### src/rtl/wec_pkg.sv
package wec_pkg;

    typedef enum logic [2:0] {
        C_NONE,
        C_CLEAR,
        C_INIT_RES,
        C_LEFT_RES,
        C_RIGHT_START,
        C_RIGHT_RES,
        C_CENTER,
        C_CONF_RES
    } wec_cmd_e;

    typedef enum logic [2:0] {
        S_IDLE,
        S_WR,
        S_RD,
        S_WAIT,
        S_NEXT
    } wec_state_e;

    typedef enum logic [1:0] {
        PH_INIT,
        PH_LEFT,
        PH_RIGHT,
        PH_CONF
    } wec_phase_e;

    localparam logic [3:0] STAT_PRE  = 4'b0000;
    localparam logic [3:0] STAT_POST = 4'b0101;

    function automatic logic [63:0] pat_word(input int lane);
        return {56'h0, 8'hA5} ^ 64'(lane);
    endfunction

endpackage

### src/rtl/wec_cmp.sv
module wec_cmp #(
    parameter int NL = 4,
    parameter int BW = 8
) (
    input  logic [NL*BW-1:0] rdata,
    output logic [NL*BW-1:0] wdata,
    output logic [NL-1:0]    pass
);
    import wec_pkg::*;

    for (genvar k = 0; k < NL; k++) begin : g_lane
        localparam logic [63:0] PW = pat_word(k);
        assign wdata[k*BW +: BW] = PW[BW-1:0];
        assign pass[k] = (rdata[k*BW +: BW] == PW[BW-1:0]);
    end

endmodule

### src/rtl/wec_lane.sv
module wec_lane #(
    parameter int DW = 9
) (
    input  logic              clk,
    input  logic              rst,
    input  wec_pkg::wec_cmd_e cmd,
    input  logic              pass,
    input  logic [DW-1:0]     init_dly,
    input  logic [DW:0]       min_width,
    output logic [DW-1:0]     dly,
    output logic              srch,
    output logic              err,
    output logic              warn,
    output logic [3:0]        estat
);
    import wec_pkg::*;

    localparam logic [DW-1:0] MAXD = {DW{1'b1}};

    logic [DW-1:0] left_q, right_q;
    logic          alive;
    logic [DW:0]   sum, width;

    assign sum   = {1'b0, left_q} + {1'b0, right_q};
    assign width = {1'b0, right_q} - {1'b0, left_q} + 1'b1;

    always_ff @(posedge clk) begin
        if (rst) begin
            dly     <= '0;
            left_q  <= '0;
            right_q <= '0;
            alive   <= 1'b0;
            srch    <= 1'b0;
            err     <= 1'b0;
            warn    <= 1'b0;
            estat   <= STAT_PRE;
        end else begin
            unique case (cmd)
                C_CLEAR: begin
                    dly     <= init_dly;
                    left_q  <= init_dly;
                    right_q <= init_dly;
                    alive   <= 1'b1;
                    srch    <= 1'b0;
                    err     <= 1'b0;
                    warn    <= 1'b0;
                    estat   <= STAT_PRE;
                end
                C_INIT_RES: begin
                    if (pass) begin
                        left_q  <= dly;
                        right_q <= dly;
                        if (dly == '0) srch <= 1'b0;
                        else begin
                            dly  <= dly - 1'b1;
                            srch <= 1'b1;
                        end
                    end else begin
                        err   <= 1'b1;
                        estat <= STAT_PRE;
                        alive <= 1'b0;
                    end
                end
                C_LEFT_RES: begin
                    if (srch) begin
                        if (pass) begin
                            left_q <= dly;
                            if (dly == '0) srch <= 1'b0;
                            else dly <= dly - 1'b1;
                        end else begin
                            srch <= 1'b0;
                        end
                    end
                end
                C_RIGHT_START: begin
                    if (alive) begin
                        if (right_q == MAXD) srch <= 1'b0;
                        else begin
                            dly  <= right_q + 1'b1;
                            srch <= 1'b1;
                        end
                    end
                end
                C_RIGHT_RES: begin
                    if (srch) begin
                        if (pass) begin
                            right_q <= dly;
                            if (dly == MAXD) srch <= 1'b0;
                            else dly <= dly + 1'b1;
                        end else begin
                            srch <= 1'b0;
                        end
                    end
                end
                C_CENTER: begin
                    if (alive) begin
                        dly  <= sum[DW:1];
                        warn <= (width < min_width);
                    end
                end
                C_CONF_RES: begin
                    if (alive && !pass) begin
                        err   <= 1'b1;
                        estat <= STAT_POST;
                    end
                end
                default: ;
            endcase
        end
    end

    p_stat_legal_r8: assert property (@(posedge clk) disable iff (rst)
        err |-> (estat == STAT_PRE || estat == STAT_POST));

    p_err_sticky_r3: assert property (@(posedge clk) disable iff (rst)
        (err && cmd != C_CLEAR) |=> err);

    p_step_one_r4: assert property (@(posedge clk) disable iff (rst)
        ((cmd == C_LEFT_RES || cmd == C_RIGHT_RES) && srch) |=>
        (dly == $past(dly) + 1'b1 || dly == $past(dly) - 1'b1 || dly == $past(dly)));

    p_center_inside_r6: assert property (@(posedge clk) disable iff (rst)
        (cmd == C_CENTER && alive) |=> (dly >= left_q && dly <= right_q));

endmodule

### src/rtl/wec_seq.sv
module wec_seq (
    input  logic              clk,
    input  logic              rst,
    input  logic              start,
    input  logic              mem_rvalid,
    input  logic              any_srch,
    output wec_pkg::wec_cmd_e cmd,
    output logic              mem_req,
    output logic              mem_we,
    output logic              done
);
    import wec_pkg::*;

    wec_state_e state, state_n;
    wec_phase_e phase, phase_n;
    logic       done_n;

    always_comb begin
        state_n = state;
        phase_n = phase;
        done_n  = done;
        cmd     = C_NONE;
        mem_req = 1'b0;
        mem_we  = 1'b0;
        unique case (state)
            S_IDLE: begin
                if (start) begin
                    cmd     = C_CLEAR;
                    done_n  = 1'b0;
                    phase_n = PH_INIT;
                    state_n = S_WR;
                end
            end
            S_WR: begin
                mem_req = 1'b1;
                mem_we  = 1'b1;
                state_n = S_RD;
            end
            S_RD: begin
                mem_req = 1'b1;
                state_n = S_WAIT;
            end
            S_WAIT: begin
                if (mem_rvalid) begin
                    unique case (phase)
                        PH_INIT:  cmd = C_INIT_RES;
                        PH_LEFT:  cmd = C_LEFT_RES;
                        PH_RIGHT: cmd = C_RIGHT_RES;
                        default:  cmd = C_CONF_RES;
                    endcase
                    if (phase == PH_CONF) begin
                        done_n  = 1'b1;
                        state_n = S_IDLE;
                    end else begin
                        state_n = S_NEXT;
                    end
                end
            end
            S_NEXT: begin
                if (phase == PH_RIGHT) begin
                    if (any_srch) state_n = S_WR;
                    else begin
                        cmd     = C_CENTER;
                        phase_n = PH_CONF;
                        state_n = S_WR;
                    end
                end else begin
                    if (any_srch) begin
                        phase_n = PH_LEFT;
                        state_n = S_WR;
                    end else begin
                        cmd     = C_RIGHT_START;
                        phase_n = PH_RIGHT;
                    end
                end
            end
            default: state_n = S_IDLE;
        endcase
    end

    always_ff @(posedge clk) begin
        if (rst) begin
            state <= S_IDLE;
            phase <= PH_INIT;
            done  <= 1'b0;
        end else begin
            state <= state_n;
            phase <= phase_n;
            done  <= done_n;
        end
    end

    p_wr_then_rd_r2: assert property (@(posedge clk) disable iff (rst)
        (mem_req && mem_we) |=> (mem_req && !mem_we));

    p_done_hold_r9: assert property (@(posedge clk) disable iff (rst)
        (done && !start) |=> done);

    p_quiet_when_done_r9: assert property (@(posedge clk) disable iff (rst)
        done |-> !mem_req);

    p_start_clears_r1: assert property (@(posedge clk) disable iff (rst)
        (start && state == S_IDLE) |=> !done);

endmodule

### src/rtl/wec_top.sv
module wec_top #(
    parameter int NL = 4,
    parameter int DW = 9,
    parameter int BW = 8
) (
    input  logic             clk,
    input  logic             rst,
    input  logic             start,
    input  logic [NL*DW-1:0] init_dly,
    input  logic [DW:0]      min_width,
    output logic             mem_req,
    output logic             mem_we,
    output logic [NL*BW-1:0] mem_wdata,
    input  logic             mem_rvalid,
    input  logic [NL*BW-1:0] mem_rdata,
    output logic [NL*DW-1:0] wr_dly,
    output logic             done,
    output logic             err_any,
    output logic [NL-1:0]    lane_err,
    output logic [NL-1:0]    lane_warn,
    output logic [NL*4-1:0]  lane_stat
);
    import wec_pkg::*;

    wec_cmd_e      cmd;
    logic [NL-1:0] pass, srch;

    wec_seq u_seq (
        .clk        (clk),
        .rst        (rst),
        .start      (start),
        .mem_rvalid (mem_rvalid),
        .any_srch   (|srch),
        .cmd        (cmd),
        .mem_req    (mem_req),
        .mem_we     (mem_we),
        .done       (done)
    );

    wec_cmp #(.NL(NL), .BW(BW)) u_cmp (
        .rdata (mem_rdata),
        .wdata (mem_wdata),
        .pass  (pass)
    );

    for (genvar k = 0; k < NL; k++) begin : g_lane
        wec_lane #(.DW(DW)) u_lane (
            .clk       (clk),
            .rst       (rst),
            .cmd       (cmd),
            .pass      (pass[k]),
            .init_dly  (init_dly[k*DW +: DW]),
            .min_width (min_width),
            .dly       (wr_dly[k*DW +: DW]),
            .srch      (srch[k]),
            .err       (lane_err[k]),
            .warn      (lane_warn[k]),
            .estat     (lane_stat[k*4 +: 4])
        );
    end

    assign err_any = |lane_err;

endmodule

### config.mk
export PLATFORM = sky130hd
export DESIGN_NAME = wec_top
export DESIGN_NICKNAME = d
export VERILOG_FILES = /design/src/rtl/wec_pkg.sv /design/src/rtl/wec_cmp.sv /design/src/rtl/wec_lane.sv /design/src/rtl/wec_seq.sv /design/src/rtl/wec_top.sv
export SDC_FILE = /design/constraint.sdc
export NUM_CORES = 1
export LEC_CHECK = 0
export ABC_AREA = 1
export BUFFER_PORTS_ARGS = -buffer_cell sky130_fd_sc_hd__buf_2
export CORE_MARGIN = 1.5
export CORE_UTILIZATION = 28
export DETAILED_ROUTE_END_ITERATION = 16
export GPL_TIMING_DRIVEN = 0
export PLACE_DENSITY = 0.47
export SLEW_MARGIN = 20
export SYNTH_ARGS = -nofsm -noshare
export SYNTH_HDL_FRONTEND = slang
export SYNTH_SLANG_ARGS = --single-unit
### constraint.sdc
create_clock -name clk -period 4.35 [get_ports clk]
set_clock_uncertainty 0.2 [all_clocks]
set_input_delay 0.435 -clock clk [delete_from_list [all_inputs] [get_ports clk]]
set_output_delay 0.435 -clock clk [all_outputs]
set_load 0.05 [all_outputs]
==> flow_summary.toml <==
[pwr]
max-vdd-ir-drop_uv = 266
powerDensity_nw_per_um2 = 422
leakage_nw = 7.95

[clock_tree]
clk_pin_slew_ps = 60
cts-root-buf = "clkbuf_16"
cts_setup_buffers = 0
cts_tree = "yes"
ctsHoldBuffers = 0
htreeDepth = 4
clockBufferDepth = 2
cts-resized-gates = 0
clkLatencyLatePin_ps = 470
cts_buffers = 17
cts.sink_count = 134

[routing]
drt_wl_total_microns = 64100
drc = 0
drt_iter0_markers = 1474
ant_nets = 0
vias = 15451
vias_per_cell = 5.07
firstDrtPassIters = 6
wire_per_inst_microns = 21.0

[sta]
min_period_ps = 4260
finalCritPeriodShare_pct = 98.0
slew_violations = 0
hold_viol_final = 0
max_freq_mhz = 235
setup_viol = 0
rsz0062_at_grt = "no"
slew-limit-headroom_pct = 15.3
fin_tns_setup_ps = 0
worst_slew_pin_slew_ps = 1270

[critical_path]
worst_path_dominant_cell_family = "buffers and inverters"
worstSetupPathType = "reg -> reg"
crit_fanout = 10
cp_data_arrival_time_ps = 4350
worstPathCellList = "nor2_1 -> nand2_1 -> nor2_1 -> nand2_4 -> nand2_4 -> nand2_1 -> clkinv_1 -> clkbuf_1 -> a31oi_1 -> nand2_1 -> nand2_1 -> a21oi_1"
cp.required_ps = 4440
critPathSlowestCell = "clkinv_1"
critPathMostFrequentCell = "nand2_1"
start_kind = "flip-flop"
critPathMaxStageDelay_ps = 810
worst-path-buf-inv = 2
setup.worst_path.end_class = "flip-flop"

[logic_synthesis]
ys_top_cells_by_area = "dfxtp_1 19%, ha_1 14%, nand2_1 13%, inv_1 7.7%, a21oi_1 7.5%"
synth_most_common_cell = "nand2_1"
netlist_area_sq_um = 13800
synth_cell_types = 57
netlist_top_cells_count = "494 x nand2_1, 283 x inv_1, 207 x a21oi_1"
synth-edff-count = 0
synth_top_area_share_pct = 19.4
async_reset_ff_share_pct = 0
ys.flop_type = "dfxtp_1"
yosys.area.top_type = "dfxtp_1"
synth.avg_cell_area_sq_um = 6.34
yosys_warnings = 0
syn_inst = 2183
ys_seq_elements = 134
ys_seq_area_share_pct = 19.4

[final_layout]
drive_gt1_share_pct = 13.7
syn_to_final_growth_pct = 15.5
fin_util_pct = 32.7
fin_cells = 3050
final_nets = 2622
fill_cells = 5530

[floorplan]
core-area_sq_um = 48800
die_h_microns = 225
initial_core_util_pct = 28.3
io_pins = 178
die_x_microns = 225
num_rows = 81
die-area_sq_um = 50700

[placed_design]
numPortBuffers = 136
hpwl_microns = 48800
place.gp.congestion = 0.919
place_inst = 3021

[grt]
grt_max_degree = 17
track_usage_pct = 25.2
grt-ovfl-total = 0
grt_pass1_wl_microns = 93700
grt_pass1_vias = 14539
antenna_found_initial = 1

[run]
cap_violations = 0

[min_path]
hold_class = "in -> reg"

[status]
status = "completed"
==> registers in the layout, summed over array words and instances, names as in the netlist <==
register and cells:
g_lane.u_lane.right_q 36, g_lane.u_lane.dly 36, g_lane.u_lane.estat 4, g_lane.u_lane.left_q 36, g_lane.u_lane.err 4, u_seq.state 3
g_lane.u_lane.srch 4, g_lane.u_lane.warn 4, g_lane.u_lane.alive 4, u_seq.done 1, u_seq.phase 2
==> worst reg2reg max path, cell delays in order, from the launching register on <==
cell and delay, ps:
dfxtp_1 420, nor2_1 90, nand2_1 180, nor2_1 100
nand2_4 120, nand2_4 110, nand2_1 560, clkinv_1 820
clkbuf_1 730, a31oi_1 490, nand2_1 140, nand2_1 80
a21oi_1 50
==> cells in the final DEF (no fill, tap or decap), types with 19 or more instances in the layout <==
| cell | instances |
|---|---|
| buf_2 | 164 |
| xor2_1 | 23 |
| conb_1 | 40 |
| nor2_1 | 159 |
| nor3_1 | 31 |
| a21oi_1 | 207 |
| o21ai_1 | 28 |
| inv_2 | 19 |
| nand4_1 | 65 |
| a31oi_1 | 32 |
| o21ai_0 | 169 |
| xnor2_1 | 21 |
| dfxtp_1 | 134 |
| inv_1 | 283 |
| buf_4 | 54 |
| ha_1 | 156 |
| clkbuf_1 | 37 |
| nand3_1 | 109 |
| nand2_1 | 494 |
==> where the power goes <==
part	internal (mW)	leakage [nW]	switching (mW)
clock network	0.723	0.241	0.597
registers	1.42	1.10	0.302
logic	1.29	6.61	2.42
total	3.43	7.95	3.32
==> worst paths after layout <==
check	start	end	slack, ps	depth (start not counted)
max	g_lane[3].u_lane.srch	g_lane[1].u_lane.dly[5]	90	12
min	init_dly[32]	g_lane[3].u_lane.left_q[5]	80	3
max reg2reg	g_lane[3].u_lane.srch	g_lane[1].u_lane.dly[5]	90	12
min reg2reg	g_lane[0].u_lane.alive	g_lane[0].u_lane.alive	260	2
==> area by class of cell <==
| type | instances | area, sq um | area share [%] |
|---|---|---|---|
| Multi-Input combinational cell | 1654 | 9370 | 58.6 |
| Tap cell | 664 | 831 | 5.20 |
| Buffer | 126 | 772 | 4.83 |
| Timing Repair Buffer | 136 | 681 | 4.26 |
| Clock buffer | 22 | 454 | 2.84 |
| Sequential cell | 134 | 2680 | 16.8 |
| Antenna cell | 1 | 2.50 | 0.0157 |
| Clock inverter | 6 | 32.5 | 0.204 |
| Inverter | 307 | 1150 | 7.23 |
==> per-layer routing <==
| metal | vias to the layer above | global-route usage [%] | part of all wire, % |
|---|---|---|---|
| met5 | - | 0 | 0 |
| met4 | 0 | 8.94 | 2.9 |
| met3 | 83 | 3.92 | 7.8 |
| met2 | 667 | 40.6 | 44 |
| met1 | 7194 | 34.1 | 45 |
| li1 | 7507 | - | - |
==> stage by stage <==
stage	hold slack, ps	area [sq um]	power [mW]	setup slack [ps]
after global routing	90.6	16000	7.33	2.99
after global placement	252	15500	5.34	322
after floorplan	241	14000	4.37	977
after detailed placement	257	15500	5.41	321
final	76.7	16000	6.74	85.6
after CTS	67.0	16000	6.75	301
==> cell families after synthesis <==
family                   after synthesis  synth area share [%]
AO/OA/AOI/OAI                        488                  19.1
other                                  2                0.0543
AND/OR/NAND/NOR                      918                  29.5
flip-flops                           134                  19.4
XOR/XNOR                              44                  2.79
adder cells (fa/ha/maj)              164                  15.3
buffers and inverters                433                  13.9
Note: power is estimated with default switching activity, not from simulation.
